File: src/rtl/rstcause_pkg.sv
package rstcause_pkg;

    localparam int FLAG_W = 8;

    localparam int BIT_RTC    = 7;
    localparam int BIT_FLASH  = 6;
    localparam int BIT_CMP    = 5;
    localparam int BIT_SW     = 4;
    localparam int BIT_WDT    = 3;
    localparam int BIT_MCD    = 2;
    localparam int BIT_SUPPLY = 1;
    localparam int BIT_PIN    = 0;

    // Sources that reset without any enable.
    localparam logic [FLAG_W-1:0] ALWAYS_MASK = 8'b0101_1001;
    // Bits that software can arm.
    localparam logic [FLAG_W-1:0] ENAB_MASK   = 8'b1010_0110;
    localparam logic [FLAG_W-1:0] FLAGS_POR   = 8'b0000_0010;
    localparam logic [FLAG_W-1:0] ENAB_POR    = 8'b0000_0010;

    // Member order matches flag bit positions, MSB first.
    typedef struct packed {
        logic rtc;
        logic flash;
        logic cmp;
        logic sw;
        logic wdt;
        logic mcd;
        logic supply;
        logic pin;
    } src_evt_t;

    // Priority pick: supply monitor, pin, then bit 7 down to bit 2.
    function automatic logic [FLAG_W-1:0] pick_cause(input logic [FLAG_W-1:0] req);
        logic [FLAG_W-1:0] g;
        g = '0;
        if (req[BIT_SUPPLY]) begin
            g[BIT_SUPPLY] = 1'b1;
        end else if (req[BIT_PIN]) begin
            g[BIT_PIN] = 1'b1;
        end else begin
            for (int i = BIT_MCD; i <= BIT_RTC; i++) begin
                if (req[i]) begin
                    g = '0;
                    g[i] = 1'b1;
                end
            end
        end
        return g;
    endfunction

    // Read-modify-write view: enables on armable bits, flags on read-only bits.
    function automatic logic [FLAG_W-1:0] rmw_view(input logic [FLAG_W-1:0] flags,
                                                   input logic [FLAG_W-1:0] enab);
        return (enab & ENAB_MASK) | (flags & ALWAYS_MASK & ~(FLAG_W'(1) << BIT_SW));
    endfunction

endpackage

File: src/rtl/rstcause_qualify.sv
module rstcause_qualify
    import rstcause_pkg::*;
(
    input  src_evt_t          raw_i,
    input  logic [FLAG_W-1:0] enab_i,
    output logic [FLAG_W-1:0] req_o
);
    always_comb begin
        req_o = raw_i & (enab_i | ALWAYS_MASK);
    end
endmodule

File: src/rtl/rstcause_stretch.sv
module rstcause_stretch #(
    parameter int STRETCH_CYC = 16
) (
    input  logic clk,
    input  logic por_i,
    input  logic trig_i,
    output logic active_o
);
    localparam int CNT_W = $clog2(STRETCH_CYC + 1);
    localparam logic [CNT_W-1:0] LOAD = CNT_W'(STRETCH_CYC);

    logic [CNT_W-1:0] cnt_q;

    always_ff @(posedge clk) begin
        if (por_i) begin
            cnt_q <= LOAD;
        end else if (trig_i) begin
            cnt_q <= LOAD;
        end else if (cnt_q != '0) begin
            cnt_q <= cnt_q - CNT_W'(1);
        end
    end

    assign active_o = (cnt_q != '0);
endmodule

File: src/rtl/rstcause_regfile.sv
module rstcause_regfile
    import rstcause_pkg::*;
(
    input  logic              clk,
    input  logic              por_i,
    input  logic              wr_i,
    input  logic [FLAG_W-1:0] wdata_i,
    input  logic              trig_i,
    input  logic [FLAG_W-1:0] grant_i,
    output logic [FLAG_W-1:0] flags_o,
    output logic [FLAG_W-1:0] enab_o
);
    logic [FLAG_W-1:0] flags_q;
    logic [FLAG_W-1:0] enab_q;

    always_ff @(posedge clk) begin
        if (por_i) begin
            flags_q <= FLAGS_POR;
        end else if (trig_i) begin
            flags_q <= grant_i;
        end
    end

    always_ff @(posedge clk) begin
        if (por_i) begin
            enab_q <= ENAB_POR;
        end else if (wr_i) begin
            enab_q <= wdata_i & ENAB_MASK;
        end
    end

    assign flags_o = flags_q;
    assign enab_o  = enab_q;
endmodule

File: src/rtl/rstcause_ctrl.sv
module rstcause_ctrl
    import rstcause_pkg::*;
#(
    parameter int          STRETCH_CYC = 16,
    parameter int          ADDR_W      = 8,
    parameter logic [ADDR_W-1:0] REG_ADDR = 8'hEF
) (
    input  logic              clk,
    input  logic              por_i,
    input  logic              pin_rst_i,
    input  logic              supply_evt_i,
    input  logic              wdt_evt_i,
    input  logic              mcd_evt_i,
    input  logic              flash_err_i,
    input  logic              cmp_n_i,
    input  logic              rtc_evt_i,
    input  logic [ADDR_W-1:0] bus_addr_i,
    input  logic              bus_wr_i,
    input  logic [7:0]        bus_wdata_i,
    input  logic              bus_rmw_i,
    output logic [7:0]        bus_rdata_o,
    output logic              sys_rst_o
);
    logic              sel;
    logic              wr_ok;
    src_evt_t          raw;
    logic [FLAG_W-1:0] req;
    logic [FLAG_W-1:0] grant;
    logic              trig;
    logic [FLAG_W-1:0] flags_q;
    logic [FLAG_W-1:0] enab_q;
    logic              busy;

    assign sel   = (bus_addr_i == REG_ADDR);
    assign wr_ok = bus_wr_i && sel && !busy && !por_i;

    always_comb begin
        raw        = '0;
        raw.rtc    = rtc_evt_i;
        raw.flash  = flash_err_i;
        raw.cmp    = !cmp_n_i;
        raw.sw     = wr_ok && bus_wdata_i[BIT_SW];
        raw.wdt    = wdt_evt_i;
        raw.mcd    = mcd_evt_i;
        raw.supply = supply_evt_i;
        raw.pin    = pin_rst_i;
    end

    rstcause_qualify u_qual (
        .raw_i  (raw),
        .enab_i (enab_q),
        .req_o  (req)
    );

    assign grant = pick_cause(req);
    assign trig  = (|req) && !busy && !por_i;

    rstcause_stretch #(.STRETCH_CYC(STRETCH_CYC)) u_stretch (
        .clk      (clk),
        .por_i    (por_i),
        .trig_i   (trig),
        .active_o (busy)
    );

    rstcause_regfile u_regs (
        .clk     (clk),
        .por_i   (por_i),
        .wr_i    (wr_ok),
        .wdata_i (bus_wdata_i),
        .trig_i  (trig),
        .grant_i (grant),
        .flags_o (flags_q),
        .enab_o  (enab_q)
    );

    always_comb begin
        if (!sel) begin
            bus_rdata_o = '0;
        end else if (bus_rmw_i) begin
            bus_rdata_o = rmw_view(flags_q, enab_q);
        end else begin
            bus_rdata_o = flags_q;
        end
    end

    assign sys_rst_o = busy;
endmodule

File: config.mk
export PLATFORM = sky130hd
export DESIGN_NAME = rstcause_ctrl
export DESIGN_NICKNAME = d
export VERILOG_FILES = /design/src/rtl/rstcause_pkg.sv /design/src/rtl/rstcause_qualify.sv /design/src/rtl/rstcause_stretch.sv /design/src/rtl/rstcause_regfile.sv /design/src/rtl/rstcause_ctrl.sv
export SDC_FILE = /design/constraint.sdc
export NUM_CORES = 1
export LEC_CHECK = 0
export BUFFER_PORTS_ARGS = -buffer_cell sky130_fd_sc_hd__buf_4
export CAP_MARGIN = 10
export CORE_MARGIN = 8
export CORE_UTILIZATION = 33
export DETAILED_ROUTE_END_ITERATION = 8
export GPL_ROUTABILITY_DRIVEN = 0
export PLACE_DENSITY = 0.71
export SYNTH_ARGS = -nofsm -noshare
export SYNTH_HDL_FRONTEND = slang
export SYNTH_SLANG_ARGS = --single-unit
File: constraint.sdc
create_clock -name clk -period 1.5 [get_ports clk]
set_input_delay 0.15 -clock clk [delete_from_list [all_inputs] [get_ports clk]]
set_output_delay 0.15 -clock clk [all_outputs]
set_load 0.02 [all_outputs]
==> flow_summary.yaml, run 1 <==
worst_setup_path:
  crit_end: "u_stretch.cnt_q[0]$_SDFFE_PP0P_"
  cp_slowest_cell: "nor4b_4"
  cp-end-kind: "register"
  reg2regPathDepth: 6
  slowest_delay_ns: 0.38
  timing.rr.start: "u_regs.enab_o[1]$_SDFFE_PP1N_"
  crit_chain: "a221o_1 > nor4b_4 > buf_4 > buf_6 > nand4_1 > a21oi_1"
  cp.arrival_ns: 1.88
  crit_start: "u_regs.enab_o[1]$_SDFFE_PP1N_"
  cp-start-kind: "register"
  crit_required_ns: 1.72
  cp_max_fo: 4
  rrSetupSlack_ns: -0.16
  r2r-end: "u_stretch.cnt_q[0]$_SDFFE_PP0P_"
  critical_path_class: "reg2reg"
detailed_routing:
  firstDrtPassIters: 4
  wl_per_cell_um: 14.1
  drt.antenna.violating_nets: 0
  num_vias: 1029
  drtIter0Drc: 29
  wirelength_mm: 2.82
  via_per_inst: 5.15
  drc: 0
synth:
  synth.largest_area_cell: "dfxtp_1"
  ys.flop_type: "dfxtp_1"
  syn_area_um2: 930
  syn_inst: 112
  synth_area_leaders: "dfxtp_1 37%, mux2i_1 8.6%, nor2_1 5.7%"
  synth-edff-count: 0
  async_flop_share: 0
  syn-num-nets: 141
  avgSynthCellArea_um2: 8.30
  synth_seq_area_share: 0.366
  ys_types: 38
  synth_warnings: 0
  synth_top_area_share: 0.366
  ys_ff_latch: 17
cts:
  clk_latency_ns: 0.28
  cts_buffer_depth: 2
  ctsHtreeMaxLevel: 1
  tritoncts: "built"
  cts_buffers: 3
  cts.sinks: 17
  cts-root-buf: "clkbuf_4"
  clk_pin_slew_worst_paths_ns: 0.10
  postCtsHoldBufs: 0
floorplanning:
  die-area_um2: 4770
  num_rows: 19
  io_pins: 36
  die_x_um: 69.1
  fp.dieH_um: 69.1
  initial_core_util: 0.343
  core-area_um2: 2710
cells_and_area:
  fillCellCount: 244
  finish.utilization: 0.562
  drive_above_1_share: 0.479
  final_cell_count_no_fill: 200
  multi_input_area_um2: 623
  regArea_um2: 345
  syn_to_final_growth_pct: 63.8
  fin_nets: 199
  num_antenna_cells: 0
  final_cell_area_um2: 1520
pwr:
  p_leak_nw: 0.674
  powerDensity_nw_per_um2: 1030
  peakVddDrop_uv: 769
run:
  drv_cap: 0
global_route:
  grt_pass1_wl_mm: 4.80
  grtUsageTotal: 0.118
  met2_usage: 0.215
  gr-usage-met3: 0.0358
  busiest_layer: "met2"
  overflow: 0
  grtUsageMet1: 0.120
  grt_max_degree: 18
  antenna_found_initial: 0
  grt_pass1_vias: 1098
place:
  hpwlAfterDp_mm: 2.23
  dp.cells: 189
  placed_area_um2: 1350
  dp_slack_ns: -0.0779
  io_buffers: 32
outcome:
  violations: "setup timing"
  status: "finished, violations left"
timing:
  period_share: 1.11
  grt_setup_unrepaired: "true"
  worst_slack_ns: -0.164
  setup_tns_ns: -1.56
  fmax_ghz: 0.601
  maxSlewHeadroom: 0.715
  period_minus_slack_ns: 1.66
  worstMarginPinSlew_ns: 0.426
  fin_worst_skew_ns: 0.00525
  hold_violations: 0
  setup-violations-final: 16
  final_max_slew_viol_count: 0
min_path:
  hold_class: "in2reg"
  hold_path_startpoint: "bus_wdata_i[7]"
-- report_power, final --
group / leakage [nW] / total (mW) / internal (mW) / switching (mW)
registers: 0.139 / 0.585 / 0.523 / 0.0616
clock network: 0.0150 / 0.239 / 0.103 / 0.136
logic: 0.520 / 0.738 / 0.417 / 0.321
-- synth_stat cells, types with 2 or more instances --
master	n
dfxtp_1	17
nor2_1	14
inv_1	10
mux2i_1	8
nand2_1	7
nor3_1	6
a21oi_1	5
nand3_1	5
nand4_1	3
o21ai_0	3
a31oi_1	2
a32oi_1	2
clkbuf_1	2
ha_1	2
nor2b_1	2
o31ai_1	2
-- routing by layer --
metal / vias to the layer above / part of all wire
li1: 512 / -
met1: 483 / 0.39
met2: 29 / 0.54
met3: 5 / 0.051
met4: 0 / 0.017
met5: - / 0
-- worst min-delay path by stage --
stage | endpoint | depth (start not counted)
6_report | u_regs.enab_o[7]$_SDFFE_PP0N_ | 3
5_1_grt | u_regs.flags_o[6]$_SDFFE_PP0P_ | 3
4_1_cts | u_regs.flags_o[6]$_SDFFE_PP0P_ | 3
3_5_place_dp | u_regs.enab_o[7]$_SDFFE_PP0N_ | 3
3_3_place_gp | u_regs.enab_o[1]$_SDFFE_PP1N_ | 3
2_1_floorplan | u_regs.flags_o[6]$_SDFFE_PP0P_ | 2
-- per-stage QoR --
stage	power, mW	hold WS [ns]
floorplan	0.913	0.258
global placement	1.18	0.369
detailed placement	1.21	0.391
CTS	1.54	0.0956
global route	1.67	0.0884
finish	1.56	0.0929
-- repair_timing --
item,in CTS,in global routing
hold endpoints to repair,0,0
gates resized for setup,15,6
buffers inserted,7,0
endpoints found under the setup margin,12,16
pin swaps,11,3
-- cell usage in the layout (no fill, tap or decap), types with 3 or more instances in the layout --
| master | n |
|---|---|
| dfxtp_1 | 13 |
| dfxtp_2 | 4 |
| nor2_1 | 14 |
| nand3_1 | 4 |
| clkbuf_4 | 3 |
| inv_1 | 8 |
| buf_6 | 5 |
| a21oi_1 | 4 |
| mux2i_1 | 8 |
| buf_4 | 52 |
| nor3_1 | 5 |
| nand2_1 | 6 |
| nand4_1 | 3 |
-- state kept, by name, summed over array words and instances, names as in the netlist --
name and flops:
u_stretch.cnt_q 5, u_regs.flags_o 8, u_regs.enab_o 4
-- cells by family (layout without fill, tap and decap cells) --
logic type	after synthesis	count (layout)	synth area share
AOI/OAI and AO/OA	20	20	0.149
xor gates and xnor gates	1	1	0.00942
adders and majority gates	2	2	0.0269
buffers and inverters	15	72	0.0619
DFF	17	17	0.366
muxes	8	8	0.0861
and+or+nand+nor	49	49	0.300
-- final cells by class --
class | instances | area share
sequential | 17 | 0.227
multi-input combinational | 80 | 0.409
timing repair buffer | 57 | 0.293
inverter | 11 | 0.0279
clock buffer | 4 | 0.0173
tap | 31 | 0.0255
-- critical path: cells and delay by family, from the launching register on --
kind / cells / cell delay [ns]
compound gates: 2 / 0.51
simple gates: 2 / 0.45
buf+inv: 2 / 0.32
flops: 1 / 0.33
Note: power is estimated with default switching activity, not from simulation.
==> run 2: changes to the inputs <==
==> constraint.sdc (replaced) <==
create_clock -name clk -period 1.5 [get_ports clk]
set_input_delay 0 -clock clk [delete_from_list [all_inputs] [get_ports clk]]
set_output_delay 0 -clock clk [all_outputs]
set_load 0.01 [all_outputs]
==> flow_summary.yaml, run 2 (synthesized netlist as in run 1, its figures left out) <==
worst_setup_path:
  timing.rr.start: "u_stretch.cnt_q[0]$_SDFFE_PP0P_"
  slowest_delay_ns: 0.33
  cp-end-kind: "register"
  cp-start-kind: "register"
  crit_chain: "inv_2 > ha_4 > nor4b_4 > buf_4 > buf_6 > nand4_1 > buf_6 > mux2i_1 > nand2_1"
  cp_slowest_cell: "dfxtp_2"
  critical_path_class: "reg2reg"
  r2r-end: "u_regs.enab_o[1]$_SDFFE_PP1N_"
  crit_required_ns: 1.69
  cp_max_fo: 4
  rrSetupSlack_ns: -0.11
  cp.arrival_ns: 1.80
  reg2regPathDepth: 9
  crit_path_frequent_cell: "buf_6"
global_route:
  gr-usage-met3: 0.0415
  grtUsageTotal: 0.130
  antenna_found_initial: 0
  grt_pass1_wl_mm: 5.37
  met2_usage: 0.230
  grt_max_degree: 15
  overflow: 0
  busiest_layer: "met2"
  grtUsageMet1: 0.137
  grt_pass1_vias: 1208
cts:
  cts_buffers: 3
  tritoncts: "built"
  clk_latency_ns: 0.30
  cts_buffer_depth: 2
  cts-root-buf: "clkbuf_4"
  ctsHtreeMaxLevel: 1
  clk_pin_slew_worst_paths_ns: 0.10
  cts.sinks: 17
detailed_routing:
  wirelength_mm: 3.13
  drtIter0Drc: 28
  firstDrtPassIters: 4
  wl_per_cell_um: 15.2
  drt.antenna.violating_nets: 0
  drc: 0
  via_per_inst: 5.22
  num_vias: 1075
pwr:
  p_leak_nw: 0.679
  peakVddDrop_uv: 590
  finalPower_mw: 1.57
  powerDensity_nw_per_um2: 1010
timing:
  grt_setup_unrepaired: "true"
  period_minus_slack_ns: 1.61
  period_share: 1.07
  setup-violations-final: 12
  worstMarginPinSlew_ns: 0.448
  hold_violations: 0
  fmax_ghz: 0.622
  worst_slack_ns: -0.107
  final_max_slew_viol_count: 0
  fin_worst_skew_ns: 0.00466
  maxSlewHeadroom: 0.701
min_path:
  hold_end: "u_regs.flags_o[2]$_SDFFE_PP0P_"
  hold_class: "in2reg"
  whs_path_depth: 3
  hold_path_startpoint: "mcd_evt_i"
floorplanning:
  io_pins: 36
  initial_core_util: 0.343
  die-area_um2: 4770
  fp.dieH_um: 69.1
  core-area_um2: 2710
  die_x_um: 69.1
  num_rows: 19
cells_and_area:
  layout_common_cells: "50 x buf_4, 14 x nor2_1, 14 x dfxtp_1"
  syn_to_final_growth_pct: 67.7
  fillCellCount: 249
  final_common_cell: "buf_4"
  final_cell_count_no_fill: 206
  num_antenna_cells: 0
  multi_input_area_um2: 593
  largest_register_ffs: 8
  fin_nets: 205
  drive_above_1_share: 0.423
  regArea_um2: 344
place:
  hpwlAfterDp_mm: 2.20
  dp.cells: 188
  io_buffers: 32
run:
  drv_cap: 0
outcome:
  violations: "setup timing"
  status: "finished, violations left"
run 2: cell type report:
class / count / share of cell area
timing repair buffer: 63 / 0.327
sequential: 17 / 0.221
multi-input combinational: 80 / 0.380
inverter: 11 / 0.0297
tap: 31 / 0.0249
clock buffer: 4 / 0.0169
run 2: critical path, delay by kind of cell, from the launching register on:
kind          cells  cell delay (ns)
simple gates      3             0.36
buf+inv           4             0.52
fa+ha+maj         1             0.14
mux               1             0.14
flops             1             0.33
run 2: timing repair:
item | 4_1_cts | 5_1_grt
pin swaps | 3 | 4
endpoints found under the setup margin | 13 | 16
endpoints found under the hold margin | 10 | 0
setup buffers | 6 | 0
gates resized for setup | 15 | 4
hold buffers | 9 | 0
run 2: report_power, final:
part,internal [mW],leakage (nW),switching [mW]
sequential,0.524,0.139,0.0645
combinational,0.423,0.525,0.304
clock,0.104,0.0150,0.154
run 2: layer usage:
metal | routed length (um) | vias up | share of wire
met3 | 195 | 7 | 0.062
met1 | 1330 | 500 | 0.42
met2 | 1550 | 38 | 0.49
met5 | 0 | - | 0
li1 | - | 530 | -
met4 | 59 | 0 | 0.019
run 2: how the worst max path moves through the flow:
stage                     depth (start not counted)                               to                            start
after CTS                                         4  u_stretch.cnt_q[4]$_SDFFE_PP1P_    u_regs.enab_o[7]$_SDFFE_PP0N_
final                                             9    u_regs.enab_o[1]$_SDFFE_PP1N_  u_stretch.cnt_q[0]$_SDFFE_PP0P_
after floorplan                                   4  u_stretch.cnt_q[4]$_SDFFE_PP1P_    u_regs.enab_o[1]$_SDFFE_PP1N_
after global routing                              9    u_regs.enab_o[1]$_SDFFE_PP1N_  u_stretch.cnt_q[0]$_SDFFE_PP0P_
after global placement                            4  u_stretch.cnt_q[4]$_SDFFE_PP1P_    u_regs.enab_o[7]$_SDFFE_PP0N_
after detailed placement                          4  u_stretch.cnt_q[4]$_SDFFE_PP1P_    u_regs.enab_o[7]$_SDFFE_PP0N_
run 2: per-stage QoR:
stage / utilization / setup WS [ns] / cell area [um2] / hold WS (ns) / TNS (ns)
5_1_grt: 0.575 / -0.167 / 1560 / 0.0823 / -1.72
2_1_floorplan: - / -0.117 / 955 / 0.108 / -0.156
3_5_place_dp: 0.495 / -0.0698 / 1340 / 0.222 / -0.273
6_report: 0.575 / -0.107 / 1560 / 0.0382 / -0.752
4_1_cts: 0.571 / -0.0921 / 1550 / 0.0384 / -0.594
3_3_place_gp: 0.495 / -0.00889 / 1340 / 0.225 / -0.00889
